[src/rtl/wh_pkg.sv]
package wh_pkg;

  localparam int NPORT = 2;

  typedef enum logic [1:0] {
    K_MID  = 2'b00,
    K_OPEN = 2'b01,
    K_END  = 2'b10,
    K_ONE  = 2'b11
  } kind_e;

  function automatic logic kind_opens(input logic [1:0] k);
    return k[0];
  endfunction

  function automatic logic kind_closes(input logic [1:0] k);
    return k[1];
  endfunction

endpackage

[src/rtl/wh_in_slot.sv]
module wh_in_slot #(
  parameter int FLIT_W = 18
) (
  input  logic              clk,
  input  logic              rst,
  input  logic              in_valid,
  input  logic [FLIT_W-1:0] in_flit,
  output logic              in_ready,
  input  logic              pop,
  output logic              hold_v,
  output logic [FLIT_W-1:0] hold_flit
);

  // one-flit holding stage: refills in the same cycle it drains
  assign in_ready = ~hold_v | pop;

  always_ff @(posedge clk) begin
    if (rst) begin
      hold_v <= 1'b0;
    end else if (in_valid && in_ready) begin
      hold_v <= 1'b1;
    end else if (pop) begin
      hold_v <= 1'b0;
    end
  end

  // data path carries no reset
  always_ff @(posedge clk) begin
    if (in_valid && in_ready) begin
      hold_flit <= in_flit;
    end
  end

endmodule

[src/rtl/wh_out_chan.sv]
module wh_out_chan #(
  parameter int FLIT_W    = 18,
  parameter int ROUTE_BIT = 0,
  parameter int PORT_ID   = 0
) (
  input  logic                                clk,
  input  logic                                rst,
  input  logic [wh_pkg::NPORT-1:0]            hold_v,
  input  logic [wh_pkg::NPORT-1:0][FLIT_W-1:0] hold_flit,
  input  logic                                out_ready,
  output logic                                out_valid,
  output logic [FLIT_W-1:0]                   out_flit,
  output logic [wh_pkg::NPORT-1:0]            pop,
  output logic                                own_v,
  output logic                                own_src
);
  import wh_pkg::*;

  localparam logic PORT_BIT = PORT_ID[0];

  logic [NPORT-1:0] req;
  logic             pref;
  logic             src;
  logic             acc;
  logic             fresh;

  // opening flits that target this output
  for (genvar i = 0; i < NPORT; i++) begin : g_req
    assign req[i] = hold_v[i] & kind_opens(hold_flit[i][FLIT_W-1 -: 2]) &
                    (hold_flit[i][ROUTE_BIT] == PORT_BIT);
  end

  always_comb begin
    if (own_v) begin
      src       = own_src;
      out_valid = hold_v[own_src];
    end else begin
      src       = (&req) ? pref : req[1];
      out_valid = |req;
    end
    out_flit = hold_flit[src];
    acc      = out_valid & out_ready;
    fresh    = ~own_v & out_valid;
    pop      = '0;
    pop[src] = acc;
  end

  // ownership: taken on grant, dropped when a closing flit leaves
  always_ff @(posedge clk) begin
    if (rst) begin
      own_v   <= 1'b0;
      own_src <= 1'b0;
      pref    <= 1'b0;
    end else begin
      if (acc && kind_closes(out_flit[FLIT_W-1 -: 2])) begin
        own_v <= 1'b0;
      end else if (fresh) begin
        own_v   <= 1'b1;
        own_src <= src;
      end
      if (fresh) begin
        pref <= ~src;
      end
    end
  end

endmodule

[src/rtl/wh_flit_router.sv]
module wh_flit_router #(
  parameter  int PAY_W     = 16,
  parameter  int ROUTE_BIT = 0,
  localparam int FLIT_W    = PAY_W + 2
) (
  input  logic              clk,
  input  logic              rst,
  input  logic [1:0]        in_valid,
  output logic [1:0]        in_ready,
  input  logic [FLIT_W-1:0] in_flit0,
  input  logic [FLIT_W-1:0] in_flit1,
  output logic [1:0]        out_valid,
  input  logic [1:0]        out_ready,
  output logic [FLIT_W-1:0] out_flit0,
  output logic [FLIT_W-1:0] out_flit1
);
  import wh_pkg::*;

  logic [NPORT-1:0]                        hold_v;
  logic [NPORT-1:0][FLIT_W-1:0]            hold_flit;
  logic [NPORT-1:0][FLIT_W-1:0]            in_flit_v;
  logic [NPORT-1:0][FLIT_W-1:0]            out_flit_v;
  logic [NPORT-1:0][NPORT-1:0]             pop_by;
  logic [NPORT-1:0]                        pop;
  logic [NPORT-1:0]                        own_v;
  logic [NPORT-1:0]                        own_src;

  assign in_flit_v = {in_flit1, in_flit0};
  assign out_flit0 = out_flit_v[0];
  assign out_flit1 = out_flit_v[1];

  for (genvar i = 0; i < NPORT; i++) begin : g_in
    assign pop[i] = pop_by[0][i] | pop_by[1][i];

    wh_in_slot #(.FLIT_W(FLIT_W)) u_slot (
      .clk       (clk),
      .rst       (rst),
      .in_valid  (in_valid[i]),
      .in_flit   (in_flit_v[i]),
      .in_ready  (in_ready[i]),
      .pop       (pop[i]),
      .hold_v    (hold_v[i]),
      .hold_flit (hold_flit[i])
    );
  end

  for (genvar o = 0; o < NPORT; o++) begin : g_out
    wh_out_chan #(
      .FLIT_W    (FLIT_W),
      .ROUTE_BIT (ROUTE_BIT),
      .PORT_ID   (o)
    ) u_chan (
      .clk       (clk),
      .rst       (rst),
      .hold_v    (hold_v),
      .hold_flit (hold_flit),
      .out_ready (out_ready[o]),
      .out_valid (out_valid[o]),
      .out_flit  (out_flit_v[o]),
      .pop       (pop_by[o]),
      .own_v     (own_v[o]),
      .own_src   (own_src[o])
    );
  end

endmodule

[config.mk]
export PLATFORM = sky130hd
export DESIGN_NAME = wh_flit_router
export DESIGN_NICKNAME = d
export VERILOG_FILES = /design/src/rtl/wh_pkg.sv /design/src/rtl/wh_in_slot.sv /design/src/rtl/wh_out_chan.sv /design/src/rtl/wh_flit_router.sv
export SDC_FILE = /design/constraint.sdc
export NUM_CORES = 1
export LEC_CHECK = 0
export CORE_ASPECT_RATIO = 2
export CORE_MARGIN = 1.5
export CORE_UTILIZATION = 67
export DETAILED_ROUTE_END_ITERATION = 10
export DONT_BUFFER_PORTS = 1
export HOLD_SLACK_MARGIN = 0.15
export PLACE_DENSITY = 0.83
export REMOVE_ABC_BUFFERS = 1
export SLEW_MARGIN = 20
export SYNTH_ARGS = -nofsm -noshare
export SYNTH_HDL_FRONTEND = slang
export SYNTH_SLANG_ARGS = --single-unit
[constraint.sdc]
create_clock -name clk -period 3.77 [get_ports clk]
set_input_delay 0.377 -clock clk [delete_from_list [all_inputs] [get_ports clk]]
set_output_delay 0.377 -clock clk [all_outputs]
set_load 0.01 [all_outputs]
==> run_results.csv, run 1 <==
group,metric,value,unit
run_status,outcome,"complete, no violations",
clocking,clk_pin_slew_worst_paths,0.08,ns
floorplanning,die_y,82.5,µm
floorplanning,fp.coreArea,0.00298,mm²
placed_design,dp.final_hpwl,2960,µm
power,clockPowerShare,0.328,
worst_setup_path,crit_arrival,2.67,ns
min_path,hold_path_startpoint,"in_flit0[0]",
power,seq_power_share,0.558,
synth,synth-edff-count,36,
synth,synth_common_cells,"36 x edfxtp_1, 36 x mux2_2, 10 x nand2_1",
timing,maxSlewViolCount,0,
worst_setup_path,worstSetupStartpointType,"flop",
synth,ys_async_sr_fraction,0,
synth,ys.flop_type,"edfxtp_1",
timing,fmax,362,MHz
synth,synthCells,151,
grt,gr-total-overflow,0,
clocking,cts_tree,"built",
drt,vias,1214,
grt,grt_max_degree,19,
min_path,holdPathEnd,"g_in[0].u_slot.hold_flit[0]",
synth,ys_seq_area_frac,0.587,
final_layout,fillers,202,
power,pwr-share-comb,0.114,
drt,first_iter_violations,36,
timing,slew_headroom,0.413,
synth,ys_types,37,
worst_setup_path,endpoint_kind,"flop",
drt,wl_per_cell,22.7,µm
timing,finalSetupTns,0,ns
clocking,cts_buffers,5,
grt,antenna_found_initial,0,
power,power_switching_share,0.231,
floorplanning,design.portCount,82,
min_path,min_path_cells,0,
timing,hold_viol_final,0,
synth,synth_top_area_cell,"edfxtp_1",
grt,grt.total_usage,0.245,
timing,rsz0062_at_grt,"false",
worst_setup_path,rr_endpoint,"g_in[1].u_slot.hold_flit[3]",
power,p_switching,0.000243,W
placed_design,numPortBuffers,0,
worst_setup_path,worstSetupPathType,"flop to flop",
synth,ys_ff_latch,44,
power,cellPowerDensity,476,mW/mm²
final_layout,syn_to_final_growth,4.67,%
clocking,cts_num_sinks,44,
timing,setup_viol,0,
clocking,htreeDepth,2,
worst_setup_path,cp.required,3.69,ns
floorplanning,die_w,42.7,µm
placed_design,postPlaceCellArea,0.00209,mm²
synth,syn_area,0.00211,mm²
timing,min_period,2.76,ns
flow_run,maxCapViolCount,0,
floorplanning,rows,28,
worst_setup_path,timing.rr.start,"g_in[0].u_slot.hold_flit[0]",
timing,fin_skew,0.00474,ns
clocking,clk_path_buf_depth,2,
drt,dr.pass1.iters,4,
placed_design,dp.cells,171,
floorplanning,start_util,0.710,
synth,yosysWarnings,0,
final_layout,nets,192,
grt,grt_pass1_vias,1279,
synth,yosys-top-cells-area,"edfxtp_1 51%, mux2_2 19%, dfxtp_1 7.6%",
final_layout,fin_area,0.00221,mm²
drt,vias_per_cell,6.71,
floorplanning,dieArea,0.00352,mm²
clocking,root_buffer,"clkbuf_8",
clocking,cts_resized,0,
final_layout,layoutNonFillerInstCount,181,
drt,drtAntennaViolNets,0,
final_layout,drive_gt1_frac,0.351,
worst_setup_path,regToRegSetupSlack,1.01,ns
timing,timing.final.crit_share,0.732,
synth,syn_area_per_cell,14.0,µm²
power,p_int,0.000809,W
grt,grt_pass1_wl,6190,µm
power,vdd_drop_max,415,µV
drt,drc,0,
drt,routed_wl,4100,µm
worst_setup_path,crit_fanout,18,
final_layout,diodes,0,
worst_setup_path,reg2reg_depth,4,
placed_design,place_congestion,0.845,
power,fin_total_pwr,0.00105,W
timing,worst_pin_slew,0.881,ns
power,p_leak,0.755,nW
synth,yosysTopAreaCellShare,0.511,
min_path,min_path_type,"input port to flop",
clocking,clock_latency,0.29,ns
[cells in the final DEF, fill, tap and decap left out, types with 2 or more instances in the layout]
master	count
mux2_2	36
edfxtp_1	36
nand2_1	10
a21oi_1	9
dfxtp_1	8
inv_1	5
nor2_1	5
clkbuf_8	5
nand3_1	2
and2_1	2
a211o_1	2
a311oi_1	2
dlygate4sd3_1	2
buf_4	2
[how the worst max path moves through the flow]
stage	cells after the start	endpoint	slack (ns)	start
floorplan	4	g_in[1].u_slot.hold_flit[0]	0.86	g_in[1].u_slot.hold_flit[0]
global placement	4	g_in[1].u_slot.hold_flit[0]	1.08	g_in[0].u_slot.hold_flit[0]
detailed placement	4	g_in[1].u_slot.hold_flit[0]	1.0	g_in[0].u_slot.hold_flit[0]
CTS	4	g_in[1].u_slot.hold_flit[3]	0.98	g_in[0].u_slot.hold_flit[0]
global route	4	g_in[1].u_slot.hold_flit[9]	0.86	g_in[0].u_slot.hold_flit[0]
finish	4	g_in[1].u_slot.hold_flit[3]	1.01	g_in[0].u_slot.hold_flit[0]
[sequential cells by signal (all words and copies together) (netlist names)]
register,count
g_in.u_slot.hold_flit,36
g_in.u_slot.hold_v,2
g_out.u_chan.own_src,2
g_out.u_chan.own_v,2
g_out.u_chan.pref,2
[per-layer routing]
metal,wire [µm],track usage,up-vias,share of wire
li1,-,-,567,-
met1,1380,0.245,578,0.34
met2,2360,0.447,60,0.57
met3,252,0.0587,9,0.061
met4,111,0.141,0,0.027
met5,0,0,-,0
[power by group through the flow]
stage	Sequential [W]	Combinational, W	Clock [W]
after floorplan	0.000589	0.0000978	0
after global placement	0.000594	0.000115	0
after detailed placement	0.000598	0.000117	0
after CTS	0.000588	0.000120	0.000351
after global routing	0.000593	0.000127	0.000369
final	0.000588	0.000120	0.000345
[through the flow]
stage / utilization / hold WS (ns) / setup WS (ns)
2_1_floorplan: - / 0.442 / 0.864
3_3_place_gp: 0.700 / 0.450 / 1.08
3_5_place_dp: 0.700 / 0.450 / 0.996
4_1_cts: 0.740 / 0.152 / 0.979
5_1_grt: 0.743 / 0.161 / 0.860
6_report: 0.743 / 0.179 / 1.01
[area by class of cell]
| type | count | area (µm²) | share of cell area |
|---|---|---|---|
| Clock inverter | 2 | 35.0 | 0.0158 |
| Timing Repair Buffer | 4 | 35.0 | 0.0158 |
| Multi-Input combinational cell | 90 | 773 | 0.349 |
| Clock buffer | 6 | 72.6 | 0.0328 |
| Tap cell | 30 | 37.5 | 0.0170 |
| Inverter | 5 | 18.8 | 0.00848 |
| Sequential cell | 44 | 1240 | 0.561 |
[repair_timing]
item | CTS | global route
hold endpoints to repair | 6 | 2
hold buffers | 1 | 1
setup buffers | 0 | 0
[critical path, stage by stage (launching register included)]
cell      delay (ns)
edfxtp_1        0.54
and4b_4         0.28
o31ai_4         0.49
a221o_1         0.33
and2_1          0.73
[cells by family after synthesis]
logic type | synth area share
AO/OA/AOI/OAI | 0.0781
buffers and inverters | 0.0491
flip-flops | 0.587
multiplexers | 0.196
AND/OR/NAND/NOR | 0.0894
Power figures use the tool's default switching activity.
==> inputs of run 2 (changes only) <==
- CORE_UTILIZATION: 67 -> 62
- PLACE_DENSITY: 0.83 -> 0.78
- clock period: 3.77 -> 2.7 ns (I/O delays scaled with it)
==> run 2 against run 1 <==
Net effect:
- power up 35%
- the run now ends with DRC left
- die area increased by 7.6%
- clock-buffer cell count grew 1
- non-clock buffer count grew 43
- final cell count grew 24%
- critical path type unchanged
==> run_results.csv, run 2 (same netlist as run 1, synthesis figures left out) <==
group,metric,value,unit
placed_design,dp.final_hpwl,2960,µm
final_layout,final_common_cell,"dlygate4sd3_1",
drt,drc,2,
min_path,min_path_cells,2,
clocking,clk_pin_slew_worst_paths,0.08,ns
timing,rsz0062_at_grt,"false",
worst_setup_path,crit_slowest_cell,"dlygate4sd3_1",
timing,setup_ws,0.330,ns
final_layout,fillers,164,
clocking,clock_latency,0.29,ns
final_layout,largest_register_ffs,36,
clocking,cts_num_sinks,44,
grt,use_met2,0.508,
timing,timing.final.crit_share,0.878,
final_layout,seq_area,0.00124,mm²
final_layout,fin_area,0.00261,mm²
timing,fmax,422,MHz
floorplanning,start_util,0.655,
drt,dr.pass1.iters,7,
grt,grt_max_degree,20,
worst_setup_path,worstSetupStartpointType,"flop",
run_status,outcome,"finished, violations left",
drt,first_iter_violations,60,
placed_design,place_congestion,0.926,
grt,grt_pass1_wl,7350,µm
drt,vias,1410,
grt,met1_usage,0.271,
drt,vias_per_cell,6.27,
worst_setup_path,cpPeakStageDelay,0.56,ns
timing,fin_skew,0.00668,ns
grt,antenna_found_initial,0,
floorplanning,die_w,44.3,µm
worst_setup_path,crit_fanout,19,
final_layout,drive_gt1_frac,0.289,
grt,use_met3,0.0611,
worst_setup_path,timing.rr.start,"g_in[0].u_slot.hold_flit[0]",
worst_setup_path,path_cells,"and4bb_2 -> o21ai_2 -> buf_4 -> a221o_1 -> a21oi_1 -> dlygate4sd3_1",
min_path,min_path_type,"input port to flop",
grt,grt.total_usage,0.270,
floorplanning,design.portCount,82,
floorplanning,dieArea,0.00379,mm²
clocking,htreeDepth,2,
final_layout,final_util,0.808,
worst_setup_path,regToRegSetupSlack,0.33,ns
final_layout,diodes,0,
worst_setup_path,cp.required,2.93,ns
worst_setup_path,endpoint_kind,"flop",
floorplanning,fp.coreArea,0.00323,mm²
flow_run,maxCapViolCount,0,
placed_design,numPortBuffers,0,
final_layout,regMostFlops,"g_in.u_slot.hold_flit",
power,p_leak,0.922,nW
min_path,hold_path_startpoint,"out_ready[0]",
grt,grt.busiest_layer,"met2",
drt,routed_wl,4770,µm
power,vdd_drop_max,686,µV
clocking,root_buffer,"clkbuf_8",
drt,wl_per_cell,21.2,µm
clocking,cts_buffers,5,
worst_setup_path,rr_endpoint,"g_in[1].u_slot.hold_v",
run_status,violations,"DRC",
power,cellPowerDensity,545,mW/mm²
floorplanning,rows,29,
timing,slew_headroom,0.702,
drt,drtAntennaViolNets,0,
min_path,holdPathEnd,"g_out[0].u_chan.own_src",
final_layout,layoutNonFillerInstCount,225,
placed_design,dp_slack,0.272,ns
placed_design,postPlaceCellArea,0.00211,mm²
timing,hold_viol_final,0,
placed_design,dp.cells,175,
final_layout,most-common-layout-cells,"41 x dlygate4sd3_1, 36 x mux2_2, 36 x edfxtp_1",
final_layout,multi_input_area,774,µm²
timing,finalSetupTns,0,ns
timing,min_period,2.37,ns
clocking,cts_tree,"built",
clocking,clk_path_buf_depth,2,
final_layout,syn_to_final_growth,23.4,%
grt,grt_pass1_vias,1548,
grt,gr-total-overflow,0,
timing,setup_viol,0,
worst_setup_path,worstSetupPathType,"flop to flop",
floorplanning,die_y,85.6,µm
worst_setup_path,reg2reg_depth,6,
timing,maxSlewViolCount,0,
worst_setup_path,crit_arrival,2.60,ns
timing,worst_pin_slew,0.441,ns
final_layout,nets,235,
-- run 2: metrics by stage --
| stage | power (W) | hold WS (ns) |
|---|---|---|
| finish | 0.00142 | 0.178 |
| floorplan | 0.000959 | 0.339 |
| CTS | 0.00142 | 0.173 |
| global placement | 0.000995 | 0.341 |
| detailed placement | 0.00100 | 0.344 |
| global route | 0.00148 | 0.185 |
-- run 2: repair_timing --
action	CTS	global route
hold buffers	41	0
setup buffers	0	1
setup endpoints to repair	0	15
resized for setup	0	1
hold endpoints to repair	44	0
-- run 2: final cells by class --
type                    count  area share
repair buffers             47       0.175
inverters                   5     0.00719
clock inverters             1     0.00144
flip-flops and latches     44       0.476
multi-input cells          90       0.297
well taps                  31      0.0149
clock buffers               7      0.0293
-- run 2: worst max-delay path by stage --
stage	from	end	slack [ns]	depth (start not counted)
after floorplan	g_in[1].u_slot.hold_flit[0]	g_in[1].u_slot.hold_flit[0]	-0.21	4
after CTS	g_in[0].u_slot.hold_flit[0]	out_flit1[17]	0.1	4
after global placement	g_in[0].u_slot.hold_flit[0]	g_in[0].u_slot.hold_flit[8]	0.35	4
after global routing	g_in[1].u_slot.hold_flit[0]	g_in[1].u_slot.hold_v	0.17	6
final	g_in[0].u_slot.hold_flit[0]	g_in[1].u_slot.hold_v	0.33	6
after detailed placement	g_in[0].u_slot.hold_flit[0]	g_in[0].u_slot.hold_flit[13]	0.27	4
-- run 2: critical path: cells and delay by family, from the launching register on --
family	cells	cell delay [ns]
AOI/OAI and AO/OA	3	0.62
DFF	1	0.52
buffers and inverters	2	0.78
and+or+nand+nor	1	0.39
-- run 2: per-layer routing --
layer | part of all wire | vias up
li1 | - | 654
met1 | 0.36 | 682
met2 | 0.56 | 64
met3 | 0.054 | 10
met4 | 0.022 | 0
met5 | 0 | -
-- run 2: where the power goes --
group	internal [W]	total (W)	switching, W
Combinational	0.000113	0.000224	0.000111
Sequential	0.000785	0.000819	0.0000334
Clock	0.000180	0.000380	0.000200
Total	0.00108	0.00142	0.000344
==> inputs of run 3 (changes only) <==
- PLACE_DENSITY: 0.78 -> 0.82
==> run 3 against run 2 <==
Net effect:
- the flow still finishes with violations (DRC)
- worst setup slack lost 0.15 ns
- largest power group unchanged
- sequential power about the same
- worst hold slack better by 0.0058 ns
- critical path depth decreased by 2
- utilization grew 0.74 points
- die area did not move
- register-to-register slack better by 0.03 ns
- final cell count up 0.44%
- clock power increased by 12%
==> run_results.csv, run 3 (same netlist as run 1, synthesis figures left out) <==
group,metric,value,unit
timing,slew_headroom,0.670,
timing,hold_viol_final,0,
drt,drc,4,
final_layout,syn_to_final_growth,24.5,%
worst_setup_path,cp_num_buf_inv,1,
power,vdd_drop_max,593,µV
grt,gr-total-overflow,0,
floorplanning,dieArea,0.00379,mm²
placed_design,numPortBuffers,0,
clocking,clock_latency,0.30,ns
final_layout,nets,236,
final_layout,largest_register_ffs,36,
placed_design,dp.cells,177,
floorplanning,fp.coreArea,0.00323,mm²
drt,vias_per_cell,6.41,
clocking,clk_pin_slew_worst_paths,0.08,ns
placed_design,dp.final_hpwl,3060,µm
timing,worst_pin_slew,0.489,ns
final_layout,regMostFlops,"g_in.u_slot.hold_flit",
floorplanning,design.portCount,82,
timing,fmax,397,MHz
worst_setup_path,path_cells,"nand4bb_1 -> o21ai_4 -> buf_4 -> mux2_2",
final_layout,drive_gt1_frac,0.292,
timing,rsz0062_at_grt,"false",
timing,min_period,2.52,ns
final_layout,fillers,166,
worst_setup_path,worstSetupPathType,"flop to output port",
floorplanning,rows,29,
floorplanning,start_util,0.655,
final_layout,final_util,0.815,
placed_design,place_congestion,0.912,
clocking,clk_path_buf_depth,2,
timing,worst_hold_slack,0.184,ns
worst_setup_path,worstSetupStartpointType,"flop",
clocking,root_buffer,"clkbuf_8",
grt,grt_pass1_wl,8020,µm
clocking,cts_setup_buffers,0,
grt,grt_pass1_vias,1564,
floorplanning,die_w,44.3,µm
drt,wl_per_cell,23.6,µm
timing,maxSlewViolCount,0,
worst_setup_path,cp.required,2.43,ns
drt,first_iter_violations,51,
drt,dr.pass1.iters,7,
run_status,violations,"DRC",
final_layout,seq_area,0.00124,mm²
worst_setup_path,cpPeakStageDelay,0.47,ns
power,p_leak,0.935,nW
floorplanning,die_y,85.6,µm
clocking,cts_tree,"built",
clocking,cts_num_sinks,44,
drt,vias,1449,
clocking,htreeDepth,2,
grt,grt.total_usage,0.298,
worst_setup_path,crit_arrival,2.25,ns
final_layout,final_common_cell,"dlygate4sd3_1",
final_layout,multi_input_area,781,µm²
drt,drtAntennaViolNets,0,
timing,fin_skew,0.00820,ns
clocking,cts_buffers,5,
worst_setup_path,endpoint_kind,"output port",
final_layout,most-common-layout-cells,"41 x dlygate4sd3_1, 36 x mux2_2, 36 x edfxtp_1",
drt,routed_wl,5340,µm
worst_setup_path,cpLargestDelayFamily,"flip-flops",
timing,setup_viol,0,
power,cellPowerDensity,561,mW/mm²
grt,grt_max_degree,19,
final_layout,diodes,0,
worst_setup_path,crit_fanout,12,
grt,antenna_found_initial,0,
run_status,outcome,"finished, violations left",
worst_setup_path,crit_slowest_cell,"edfxtp_1",
timing,timing.final.crit_share,0.932,
final_layout,layoutNonFillerInstCount,226,
flow_run,maxCapViolCount,0,
min_path,min_path_type,"input port to flop",
## run 3: cell types whose count changed in the layout (fill, tap and decap cells not counted), sizes merged
cell	change
buf	+1
## run 3: cell type report
type / instances / share of cell area
Multi-Input combinational cell: 90 / 0.297
Tap cell: 31 / 0.0147
Timing Repair Buffer: 48 / 0.176
Inverter: 5 / 0.00713
Sequential cell: 44 / 0.471
Clock inverter: 1 / 0.00143
Clock buffer: 7 / 0.0328
## run 3: final timing paths
path         slack, ns                 endpoint                        start  cells past startpoint
max               0.18             out_flit0[5]  g_in[1].u_slot.hold_flit[0]                      4
max reg2reg       0.36    g_in[0].u_slot.hold_v  g_in[1].u_slot.hold_flit[0]                      6
min               0.18  g_out[0].u_chan.own_src                 out_ready[0]                      2
min reg2reg       0.50  g_out[0].u_chan.own_src      g_out[0].u_chan.own_src                      2
## run 3: where the power goes
| group | internal, W | switching, W | total (W) |
|---|---|---|---|
| Clock | 0.000205 | 0.000220 | 0.000425 |
| Combinational | 0.000115 | 0.000115 | 0.000229 |
| Sequential | 0.000785 | 0.0000368 | 0.000822 |
| Total | 0.00111 | 0.000372 | 0.00148 |
## run 3: repair_timing
item                                   in CTS  in global routing
endpoints found under the hold margin      44                  0
gates resized for setup                     0                  1
setup endpoints to repair                   0                 12
hold buffers                               41                  0
## run 3: routing by layer
metal | wire, µm | track usage | up-vias
met1 | 1890 | 0.340 | 692
met5 | 0 | 0 | -
li1 | - | - | 660
met4 | 178 | 0.149 | 0
met2 | 2970 | 0.508 | 81
met3 | 300 | 0.0611 | 16
## run 3: per-stage QoR
step	total power, W	worst slack, ns	cell area [µm²]	setup TNS, ns
5_1_grt	0.00153	0.0473	2630	0
6_report	0.00148	0.183	2630	0
3_5_place_dp	0.00101	0.369	2120	0
2_1_floorplan	0.000959	-0.206	2030	-5.90
4_1_cts	0.00145	0.140	2630	0
3_3_place_gp	0.000997	0.475	2120	0
## run 3: worst reg2reg max path, delay by kind of cell (launching register included)
family / cells / cell delay [ns]
buffers and inverters: 2 / 0.75
AOI/OAI and AO/OA: 3 / 0.70
DFF: 1 / 0.47
and+or+nand+nor: 1 / 0.38
